<file path="src/rtl/sio_pkg.sv">
package sio_pkg;
   // control register bit positions
   localparam int CB_EN     = 0;
   localparam int CB_INTCLK = 1;
   localparam int CB_LEN8   = 2;
   localparam int CB_GO     = 3;
   localparam int CB_FLAG   = 4;
   localparam int CB_BUSY   = 5;
   localparam int CB_ROUTE  = 6;
   localparam int CTRL_BITS = 7;

   typedef enum logic {
      SEL_DATA = 1'b0,
      SEL_CTRL = 1'b1
   } sio_sel_e;

   typedef struct packed {
      logic route;
      logic len8;
      logic intclk;
      logic en;
   } sio_cfg_t;
endpackage

</file>
<file path="src/rtl/sio_sck_sync.sv">
module sio_sck_sync #(
   parameter int STAGES = 2
) (
   input  logic clk,
   input  logic rst_n,
   input  logic pin,
   output logic rise,
   output logic fall
);
   localparam int LEN = STAGES + 1;

   logic [LEN-1:0] chain_q;

   always_ff @(posedge clk) begin
      if (!rst_n) chain_q <= '1;
      else        chain_q <= {chain_q[LEN-2:0], pin};
   end

   assign rise =  chain_q[STAGES-1] & ~chain_q[STAGES];
   assign fall = ~chain_q[STAGES-1] &  chain_q[STAGES];
endmodule

</file>
<file path="src/rtl/sio_sck_gen.sv">
module sio_sck_gen #(
   parameter int HALF_CYC = 32
) (
   input  logic clk,
   input  logic rst_n,
   input  logic start,
   input  logic run,
   input  logic cyc_en,
   output logic sck,
   output logic rise,
   output logic fall
);
   localparam int CW = (HALF_CYC > 1) ? $clog2(HALF_CYC) : 1;
   localparam logic [CW-1:0] LAST = CW'(HALF_CYC - 1);

   logic [CW-1:0] cnt_q;
   logic          sck_q;
   logic          wrap;

   assign wrap = run & cyc_en & (cnt_q == LAST);

   always_ff @(posedge clk) begin
      if (!rst_n) begin
         cnt_q <= '0;
         sck_q <= 1'b1;
      end else if (start) begin
         cnt_q <= '0;
         sck_q <= 1'b0;
      end else if (!run) begin
         cnt_q <= '0;
         sck_q <= 1'b1;
      end else if (cyc_en) begin
         if (wrap) begin
            cnt_q <= '0;
            sck_q <= ~sck_q;
         end else begin
            cnt_q <= cnt_q + 1'b1;
         end
      end
   end

   assign sck  = sck_q;
   assign rise = wrap & ~sck_q;
   assign fall = wrap &  sck_q;
endmodule

</file>
<file path="src/rtl/sio_shifter.sv">
module sio_shifter #(
   parameter int DATA_W  = 8,
   parameter int SHORT_W = 4
) (
   input  logic              clk,
   input  logic              rst_n,
   input  logic              load,
   input  logic [DATA_W-1:0] load_val,
   input  logic              start,
   input  logic              len8,
   input  logic              si,
   input  logic              rise,
   input  logic              fall,
   output logic [DATA_W-1:0] data,
   output logic              so,
   output logic              last
);
   localparam int CW = $clog2(DATA_W);

   logic [DATA_W-1:0] sr_q;
   logic [DATA_W-1:0] shl;
   logic [CW-1:0]     cnt_q;
   logic [CW-1:0]     top_idx;
   logic              so_q;

   assign top_idx = len8 ? CW'(DATA_W - 1) : CW'(SHORT_W - 1);

   // bit 0 takes the serial input; bits beyond the short field hold in short mode
   for (genvar b = 0; b < DATA_W; b++) begin : g_shl
      if (b == 0) begin : g_lsb
         assign shl[b] = si;
      end else if (b < SHORT_W) begin : g_short
         assign shl[b] = sr_q[b-1];
      end else begin : g_long
         assign shl[b] = len8 ? sr_q[b-1] : sr_q[b];
      end
   end

   assign last = rise & (cnt_q == top_idx);

   always_ff @(posedge clk) begin
      if (!rst_n) begin
         sr_q  <= '0;
         cnt_q <= '0;
         so_q  <= 1'b1;
      end else begin
         if (load) sr_q <= load_val;
         if (start) begin
            cnt_q <= '0;
            so_q  <= sr_q[top_idx];
         end
         if (rise) begin
            sr_q  <= shl;
            cnt_q <= cnt_q + 1'b1;
         end
         if (fall) so_q <= sr_q[top_idx];
      end
   end

   assign data = sr_q;
   assign so   = so_q;
endmodule

</file>
<file path="src/rtl/sio_shift_port.sv">
module sio_shift_port
   import sio_pkg::*;
#(
   parameter int DATA_W      = 8,
   parameter int SHORT_W     = 4,
   parameter int HALF_CYC    = 32,
   parameter int SYNC_STAGES = 2
) (
   input  logic              clk,
   input  logic              rst_n,
   input  logic              wr_en,
   input  logic              wr_sel,
   input  logic [DATA_W-1:0] wr_data,
   input  logic              rd_sel,
   output logic [DATA_W-1:0] rd_data,
   input  logic              cyc_en,
   input  logic              si,
   output logic              so,
   input  logic              sck_in,
   output logic              sck_out,
   output logic              sck_oe,
   output logic              irq
);
   if (DATA_W < CTRL_BITS) begin : g_chk_w
      $error("DATA_W must hold the control bits");
   end
   if (SHORT_W < 1 || SHORT_W >= DATA_W) begin : g_chk_s
      $error("SHORT_W must lie between 1 and DATA_W-1");
   end
   if (HALF_CYC < 2) begin : g_chk_h
      $error("HALF_CYC must be at least 2");
   end
   if (SYNC_STAGES < 2) begin : g_chk_y
      $error("SYNC_STAGES must be at least 2");
   end

   sio_cfg_t cfg_q;
   logic     busy_q;
   logic     flag_q;
   logic     wr_ok, ctrl_wr, data_wr, go, go_int;
   logic     rise_i, fall_i, rise_x, fall_x;
   logic     rise, fall, last;
   logic     len8_sel;
   logic [DATA_W-1:0] sr_data;

   assign wr_ok   = wr_en & ~busy_q;
   assign ctrl_wr = wr_ok & (sio_sel_e'(wr_sel) == SEL_CTRL);
   assign data_wr = wr_ok & (sio_sel_e'(wr_sel) == SEL_DATA);
   assign go      = ctrl_wr & wr_data[CB_GO] & wr_data[CB_EN];
   assign go_int  = go & wr_data[CB_INTCLK];

   sio_sck_gen #(.HALF_CYC(HALF_CYC)) u_gen (
      .clk    (clk),
      .rst_n  (rst_n),
      .start  (go_int),
      .run    (busy_q & cfg_q.intclk),
      .cyc_en (cyc_en),
      .sck    (sck_out),
      .rise   (rise_i),
      .fall   (fall_i)
   );

   sio_sck_sync #(.STAGES(SYNC_STAGES)) u_sync (
      .clk   (clk),
      .rst_n (rst_n),
      .pin   (sck_in),
      .rise  (rise_x),
      .fall  (fall_x)
   );

   assign rise     = busy_q & (cfg_q.intclk ? rise_i : rise_x);
   assign fall     = busy_q & (cfg_q.intclk ? fall_i : fall_x);
   assign len8_sel = go ? wr_data[CB_LEN8] : cfg_q.len8;

   sio_shifter #(.DATA_W(DATA_W), .SHORT_W(SHORT_W)) u_shift (
      .clk      (clk),
      .rst_n    (rst_n),
      .load     (data_wr),
      .load_val (wr_data),
      .start    (go),
      .len8     (len8_sel),
      .si       (si),
      .rise     (rise),
      .fall     (fall),
      .data     (sr_data),
      .so       (so),
      .last     (last)
   );

   always_ff @(posedge clk) begin
      if (!rst_n) begin
         cfg_q  <= '0;
         busy_q <= 1'b0;
         flag_q <= 1'b0;
      end else begin
         if (ctrl_wr) begin
            cfg_q.en     <= wr_data[CB_EN];
            cfg_q.intclk <= wr_data[CB_INTCLK];
            cfg_q.len8   <= wr_data[CB_LEN8];
            cfg_q.route  <= wr_data[CB_ROUTE];
         end
         if (go)        busy_q <= 1'b1;
         else if (last) busy_q <= 1'b0;
         if (go)                              flag_q <= 1'b0;
         else if (last)                       flag_q <= 1'b1;
         else if (ctrl_wr && wr_data[CB_FLAG]) flag_q <= 1'b0;
      end
   end

   always_comb begin
      if (sio_sel_e'(rd_sel) == SEL_DATA) begin
         rd_data = sr_data;
      end else begin
         rd_data           = '0;
         rd_data[CB_EN]    = cfg_q.en;
         rd_data[CB_INTCLK]= cfg_q.intclk;
         rd_data[CB_LEN8]  = cfg_q.len8;
         rd_data[CB_FLAG]  = flag_q;
         rd_data[CB_BUSY]  = busy_q;
         rd_data[CB_ROUTE] = cfg_q.route;
      end
   end

   assign sck_oe = cfg_q.en & cfg_q.intclk;
   assign irq    = flag_q & cfg_q.route;
endmodule

</file>
<file path="config.mk">
export PLATFORM = sky130hd
export DESIGN_NAME = sio_shift_port
export DESIGN_NICKNAME = d
export VERILOG_FILES = /design/src/rtl/sio_pkg.sv /design/src/rtl/sio_sck_sync.sv /design/src/rtl/sio_sck_gen.sv /design/src/rtl/sio_shifter.sv /design/src/rtl/sio_shift_port.sv
export SDC_FILE = /design/constraint.sdc
export NUM_CORES = 1
export LEC_CHECK = 0
export ABC_AREA = 1
export CORE_MARGIN = 2
export CORE_UTILIZATION = 40
export CTS_CLUSTER_DIAMETER = 200
export CTS_CLUSTER_SIZE = 12
export DETAILED_ROUTE_END_ITERATION = 10
export PLACE_DENSITY = 0.78
export SYNTH_ARGS = -nofsm -noshare
export SYNTH_HDL_FRONTEND = slang
export SYNTH_SLANG_ARGS = --single-unit
</file>
<file path="constraint.sdc">
create_clock -name clk -period 1.6 [get_ports clk]
set_input_delay 0.32 -clock clk [delete_from_list [all_inputs] [get_ports clk]]
set_output_delay 0.32 -clock clk [all_outputs]
set_load 0.005 [all_outputs]
</file>
==> qor.yml, run 1 <==
status: "complete, but fails checks"
failed_checks: "negative setup slack"
fin_ws_ns: -0.187
num_io_pins: 28
drt_first_pass_iters: 6
totalPowerFinal_mw: 1.27
slowest_stage: "dfxtp_2"
cts_hold_repair.buffers: 0
timing.max_cap.violations: 0
core-area_sq_um: 3390
fin_tns_setup_ns: -2.09
place.detailed.instances: 300
drt_first_iter_violations: 76
cts.clk_slew.worst_paths_ns: 0.16
vdd.ir_drop.worst_uv: 468
synth_top_area_share_pct: 37.7
final_cell_count_no_fill: 318
start_util_pct: 42.3
placedInstanceArea_sq_um: 1990
drv_slew: 0
crit_chain: "ha_4 > nand2_4 > nor2_4 > ha_2 > nand2_4 > clkinv_4 > nand2_4 > o21ai_4 > nand2_4 > buf_6 > o21ai_2 > nor2_1 > nor2_1"
grt_overflow_total: 0
root_buffer: "clkbuf_4"
grt_setup_unrepaired: "true"
worstHoldEndpoint: "u_sync.chain_q[1]$_SDFF_PN1_"
worst-setup-path-type: "reg -> reg"
post-route-period-util_pct: 112
async_flop_share_pct: 0
fin_area_sq_um: 2240
cp_slowest_stage_delay_ns: 0.38
grt_start_max_net_pins: 16
fraction_of_layout_cells_with_a_size_suffix_above_1_pct: 36.8
io_buffers: 27
gp_congestion: 0.876
timing.hold.ws_ns: 0.434
insertion_delay_ns: 0.33
arrival_ns: 2.08
synth-warning-count: 0
hpwl_mm: 2.67
critical_path.reg2reg.startpoint: "u_gen.cnt_q[1]$_SDFFE_PP0P_"
synthTopCellsByArea: "dfxtp_1 38%, nand2_1 12%, inv_1 6.5%, nand3_1 6.3%, a21oi_1 4.9%"
ant_nets: 0
finalSetupViolations: 15
antennaDiodeCount: 0
total_leakage_power_nw: 1.07
die_y_um: 63.9
mappedNetlistArea_sq_um: 1440
cts_tree: "done"
overall_track_demand_over_capacity_in_global_routing_pct: 19.5
power-per-cell-area_nw_per_um2: 569
cp.required_ns: 1.89
synth_sequential_area_ratio_pct: 37.7
yosys_most_used_dff: "dfxtp_1"
grt_antenna_before_repair: 0
end_kind: "register"
synthMostInstantiatedCell: "nand2_1"
r2r_setup_slack_ns: -0.19
syn_to_final_growth_pct: 56.1
reg2reg_to: "u_shift.data[6]$_SDFFE_PN0P_"
synth_common_cells: "46 x nand2_1, 27 x dfxtp_1, 25 x inv_1, 18 x nand3_1"
layout_net_count: 292
grt_pass1_wl_mm: 6.29
synth.avg_cell_area_sq_um: 7.18
final-hold-violation-count: 0
fmaxAchievable_mhz: 560
per_cell_via_count_in_the_routed_design: 5.06
clock-sinks: 27
worstMarginPinSlew_ns: 0.260
fill_cells: 275
tritoncts.num_buffers: 3
postSynthNetCount: 219
startpoint_type: "register"
first_global_vias: 1473
route.vias.total: 1608
netlist.top_cell.by_area: "dfxtp_1"
syn-instance-count: 200
holdCritStartpoint: "u_sync.chain_q[0]$_SDFF_PN1_"
max_slew_headroom_pct: 82.5
synth-edff-count: 0
final.setup_skew_ns: 0.00982
holdCritPathClass: "reg -> reg"
cts_max_level: 1
finalCriticalPeriod_ns: 1.79
cp_common_cell: "nand2_4"
route.detailed.drc: 0
reg2regPathDepth: 13
placementRows: 21
worst-path-max-fanout: 5
floorplan.die_area_sq_um: 4080
cts_buffer_depth: 2
ys_types: 32
synth_seq_cells: 27
route.final.wire_length_mm: 4.07
number_of_cells_traversed_by_the_worst_hold_path: 1
die_x_um: 63.9
routedWlPerCell_um: 12.8
-- worst max path at each step --
stage	depth (start not counted)	slack (ns)	start	endpoint
floorplan	14	-0.06	u_gen.cnt_q[1]$_SDFFE_PP0P_	u_shift.data[6]$_SDFFE_PN0P_
global placement	5	-0.30	rd_sel	rd_data[1]
detailed placement	5	-0.31	rd_sel	rd_data[5]
CTS	13	-0.18	u_gen.cnt_q[0]$_SDFFE_PP0P_	u_shift.data[5]$_SDFFE_PN0P_
global route	13	-0.27	u_gen.cnt_q[1]$_SDFFE_PP0P_	u_shift.data[5]$_SDFFE_PN0P_
finish	13	-0.19	u_gen.cnt_q[1]$_SDFFE_PP0P_	u_shift.data[6]$_SDFFE_PN0P_
-- timing repair --
action / 4_1_cts / 5_1_grt
pin swaps: 5 / 15
buffers inserted: 8 / 5
cloned: 1 / 0
resized for setup: 46 / 18
endpoints found under the setup margin: 26 / 26
-- cells by family after synthesis --
kind of cell | count (synthesis) | share of synthesized area (%)
adders and majority gates | 3 | 2.62
xor gates and xnor gates | 1 | 0.610
DFF | 27 | 37.7
AOI/OAI and AO/OA | 41 | 16.0
buffers and inverters | 34 | 10.4
and+or+nand+nor | 94 | 32.8
-- metal layers --
layer	global-route usage [%]	share of wire, %	vias up
li1	-	-	797
met4	8.42	2.5	0
met2	32.6	49	56
met1	24.7	43	743
met5	0	0	-
met3	2.99	5.8	12
-- registers in the layout, indices dropped and copies added (netlist names) --
signal	cells
u_shift.data	8
u_shift.so	1
flag_q	1
cfg_q	4
busy_q	1
u_gen.cnt_q	5
u_shift.cnt_q	3
u_gen.sck	1
u_sync.chain_q	3
-- worst max-delay path: cells and delay by family, from the launching register on --
family                     cells  cell delay, ns
and+or+nand+nor                7            0.53
DFF                            1            0.38
adders and majority gates      2            0.34
AOI/OAI and AO/OA              2            0.28
buffers and inverters          2            0.20
-- power breakdown --
| group | switching, mW | internal, mW | leakage [nW] |
|---|---|---|---|
| Sequential | 0.0123 | 0.695 | 0.223 |
| Clock | 0.219 | 0.0937 | 0.0177 |
| Combinational | 0.130 | 0.125 | 0.832 |
| Total | 0.361 | 0.914 | 1.07 |
-- per-stage QoR --
stage                     setup WS [ns]  utilization (%)
after floorplan                 -0.0569                -
after global placement           -0.304             58.8
after detailed placement         -0.313             58.8
after CTS                        -0.182             64.1
after global routing             -0.269             66.1
final                            -0.187             66.1
-- cell usage in the layout, fill, tap and decap left out, drive strengths merged --
master / count
dlygate4sd2: 3
clkdlybuf4s15: 3
clkbuf: 4
xor2: 1
a21oi: 15
or2: 3
dlymetal6s2s: 2
o21bai: 1
o211ai: 1
nand3: 20
a31oi: 3
buf: 46
a32o: 1
dfxtp: 27
nand2: 52
inv: 28
o21ai: 19
nand4: 1
nor4: 2
nor3: 2
a211oi: 1
nor2: 15
clkdlybuf4s50: 16
ha: 3
clkinv: 3
-- layout make-up --
type,count,area [sq um],area share [%]
Inverter,30,130,5.81
Timing Repair Buffer,71,616,27.5
Multi-Input combinational cell,140,855,38.1
Sequential cell,27,556,24.8
Clock inverter,1,5.00,0.223
Clock buffer,3,22.5,1.01
Tap cell,46,57.6,2.57
No activity file was read; power rests on OpenSTA's default activity.
==> run 2, diff against run 1 <==
--- a/config.mk
+++ b/config.mk
@@ -5,7 +5,7 @@
 export SDC_FILE = /design/constraint.sdc
 export NUM_CORES = 1
 export LEC_CHECK = 0
-export ABC_AREA = 1
+export CORE_ASPECT_RATIO = 2
 export CORE_MARGIN = 2
 export CORE_UTILIZATION = 40
 export CTS_CLUSTER_DIAMETER = 200
==> run 2 against run 1 <==
  * The run still ends with negative setup slack left
  * Utilization shrank 3.0 points
  * Clock-buffer cell count up 1
  * Clock power increased by 25%
  * Clock skew shrank 0.0053 ns
  * Sequential power grew 1%
  * Non-clock buffer count down 11
  * Fmax grew 0.65%
  * Register-to-register slack about the same
  * Final area shrank 4.8%
  * Critical path depth fell by 6
  * Global-route usage down 0.19 points
  * Area after synthesis is 2.6% lower
  * Critical path type unchanged
  * Critical endpoint is now u_shift.cnt_q[2]$_SDFFE_PN0P_
  * Highest routed layer unchanged
==> qor.yml, run 2 <==
status: "complete, but fails checks"
failed_checks: "negative setup slack"
cp_common_cell: "ha_4"
cp.required_ns: 1.81
syn-instance-count: 160
grt_overflow_total: 0
post-route-period-util_pct: 111
synthMostInstantiatedCell: "dfxtp_1"
final.setup_skew_ns: 0.00447
die_x_um: 45.8
mostFrequentLayoutCell: "buf_4"
synth_top_area_share_pct: 38.7
grt_start_max_net_pins: 15
routedWlPerCell_um: 15.3
synth_sequential_area_ratio_pct: 38.7
worst-setup-path-type: "reg -> reg"
crit_chain: "ha_4 > and3_4 > ha_4 > nand2_4 > o31a_4 > or3_1 > a21oi_2"
cts_hold_repair.buffers: 0
netlist.top_cell.by_area: "dfxtp_1"
total_leakage_power_nw: 0.864
detailroute.wirelength.met3_um: 83
synth_seq_cells: 27
per_cell_via_count_in_the_routed_design: 5.55
route.final.wire_length_mm: 3.77
place_ws_ns: -0.464
power-per-cell-area_nw_per_um2: 622
insertion_delay_ns: 0.27
cell_internal_pwr_mw: 0.995
root_buffer: "clkbuf_8"
start_util_pct: 41.4
fin_ws_ns: -0.175
cts_tree: "done"
antennaDiodeCount: 0
grt_antenna_before_repair: 0
routedLengthMet1_mm: 1.42
postSynthNetCount: 179
fraction_of_layout_cells_with_a_size_suffix_above_1_pct: 41.9
holdCritPathClass: "reg -> reg"
met2_length_mm: 2.15
max_slew_headroom_pct: 76.1
finalCriticalPeriod_ns: 1.78
fmaxAchievable_mhz: 563
synth-warning-count: 0
tritoncts.num_buffers: 3
grt_pass1_wl_mm: 5.75
core-area_sq_um: 3380
p_sw_mw: 0.332
cp_slowest_stage_delay_ns: 0.38
final-hold-violation-count: 0
die_y_um: 87.6
ys_types: 42
hpwl_mm: 2.67
totalPowerFinal_mw: 1.33
drt_first_pass_iters: 4
timing.max_cap.violations: 0
fin_tns_setup_ns: -1.44
num_io_pins: 28
slowest_stage: "o31a_4"
fill_cells: 279
grt_setup_unrepaired: "true"
cts_max_level: 1
synth-edff-count: 0
gp_congestion: 0.865
layout_common_cells: "28 x buf_4, 21 x nand2_1, 19 x dfxtp_1, 18 x clkdlybuf4s50_1, 11 x nor2_1"
drt_first_iter_violations: 33
top_layer_used: "met4"
switching_share_pct: 25.0
overall_track_demand_over_capacity_in_global_routing_pct: 19.3
end_kind: "register"
placementRows: 30
worstMarginPinSlew_ns: 0.357
post-route-util_pct: 63.1
ant_nets: 0
combinationalPowerShare_pct: 16.7
cts.clk_slew.worst_paths_ns: 0.09
finalSetupViolations: 13
floorplan.die_area_sq_um: 4010
syn_to_final_growth_pct: 52.6
arrival_ns: 1.99
synthTopCellsByArea: "dfxtp_1 39%, nand2_1 5.9%, mux2_2 5.6%, a211oi_2 3.6%, a21oi_1 3.6%"
seq_power_share_pct: 53.9
vdd.ir_drop.worst_uv: 666
drv_slew: 0
layout_net_count: 235
route.detailed.drc: 0
yosys_most_used_dff: "dfxtp_1"
clock-sinks: 27
synth.avg_cell_area_sq_um: 8.73
async_flop_share_pct: 0
largest_reg_flops: 8
clock_network_fraction_of_total_power_pct: 29.4
mappedNetlistArea_sq_um: 1400
cts_buffer_depth: 2
route.vias.total: 1372
io_buffers: 27
worst-path-max-fanout: 8
startpoint_type: "register"
first_global_vias: 1329
synth_common_cells: "27 x dfxtp_1, 22 x nand2_1, 13 x nor2_1, 10 x a21oi_1"
[run 2: logic make-up (layout without fill, tap and decap cells)]
family | after synthesis | after routing | share of synthesized area [%]
mux | 7 | 7 | 5.64
simple gates | 69 | 69 | 27.0
fa+ha+maj | 3 | 3 | 2.69
buf+inv | 11 | 66 | 4.21
compound gates | 40 | 40 | 19.9
flops | 27 | 27 | 38.7
xor+xnor | 3 | 3 | 1.88
[run 2: cell type report]
type                       count  area [sq um]  share of cell area, %
multi-input combinational    122           971                   45.5
timing repair buffer          60           517                   24.2
sequential                    27           553                   25.9
inverter                       2          7.51                  0.352
clock buffer                   4          45.0                   2.11
tap                           32          40.0                   1.88
[run 2: path summary, 6_finish.rpt]
check	startpoint	to	slack, ns	depth (start not counted)
hold reg to reg	u_sync.chain_q[0]$_SDFF_PN1_	u_sync.chain_q[1]$_SDFF_PN1_	0.42	1
hold / removal	u_sync.chain_q[0]$_SDFF_PN1_	u_sync.chain_q[1]$_SDFF_PN1_	0.42	1
setup reg to reg	u_gen.cnt_q[0]$_SDFFE_PP0P_	u_shift.cnt_q[2]$_SDFFE_PN0P_	-0.18	7
setup / recovery	u_gen.cnt_q[0]$_SDFFE_PP0P_	u_shift.cnt_q[2]$_SDFFE_PN0P_	-0.18	7
[run 2: metrics by stage]
stage | cell area (sq um) | instances | hold WS (ns)
after floorplan | 1420 | 160 | 0.386
after global placement | 1870 | 235 | 0.393
after detailed placement | 1870 | 235 | 0.407
after CTS | 2030 | 247 | 0.431
after global routing | 2130 | 247 | 0.449
final | 2130 | 247 | 0.423
[run 2: power by group through the flow]
stage / sequential [mW] / clock (mW) / combinational (mW)
5_1_grt: 0.717 / 0.419 / 0.239
3_5_place_dp: 0.730 / 0 / 0.200
4_1_cts: 0.712 / 0.395 / 0.211
3_3_place_gp: 0.729 / 0 / 0.198
2_1_floorplan: 0.721 / 0 / 0.0910
6_report: 0.716 / 0.390 / 0.222
[run 2: layer usage]
| metal | vias up | GRT usage [%] |
|---|---|---|
| met5 | - | 0 |
| met4 | 0 | 9.09 |
| met3 | 13 | 2.68 |
| met2 | 21 | 36.1 |
| met1 | 659 | 19.5 |
| li1 | 679 | - |
[run 2: timing repair]
action	CTS	global route
setup endpoints to repair	23	22
gates resized for setup	28	32
pin swaps	9	10
hold endpoints to repair	0	0
cloned	1	0
buffers inserted	7	0
[run 2: worst max-delay path, delay by kind of cell, from the launching register on]
kind,cells,cell delay [ns]
and+or+nand+nor,3,0.57
AOI/OAI and AO/OA,2,0.50
DFF,1,0.36
adders and majority gates,2,0.28
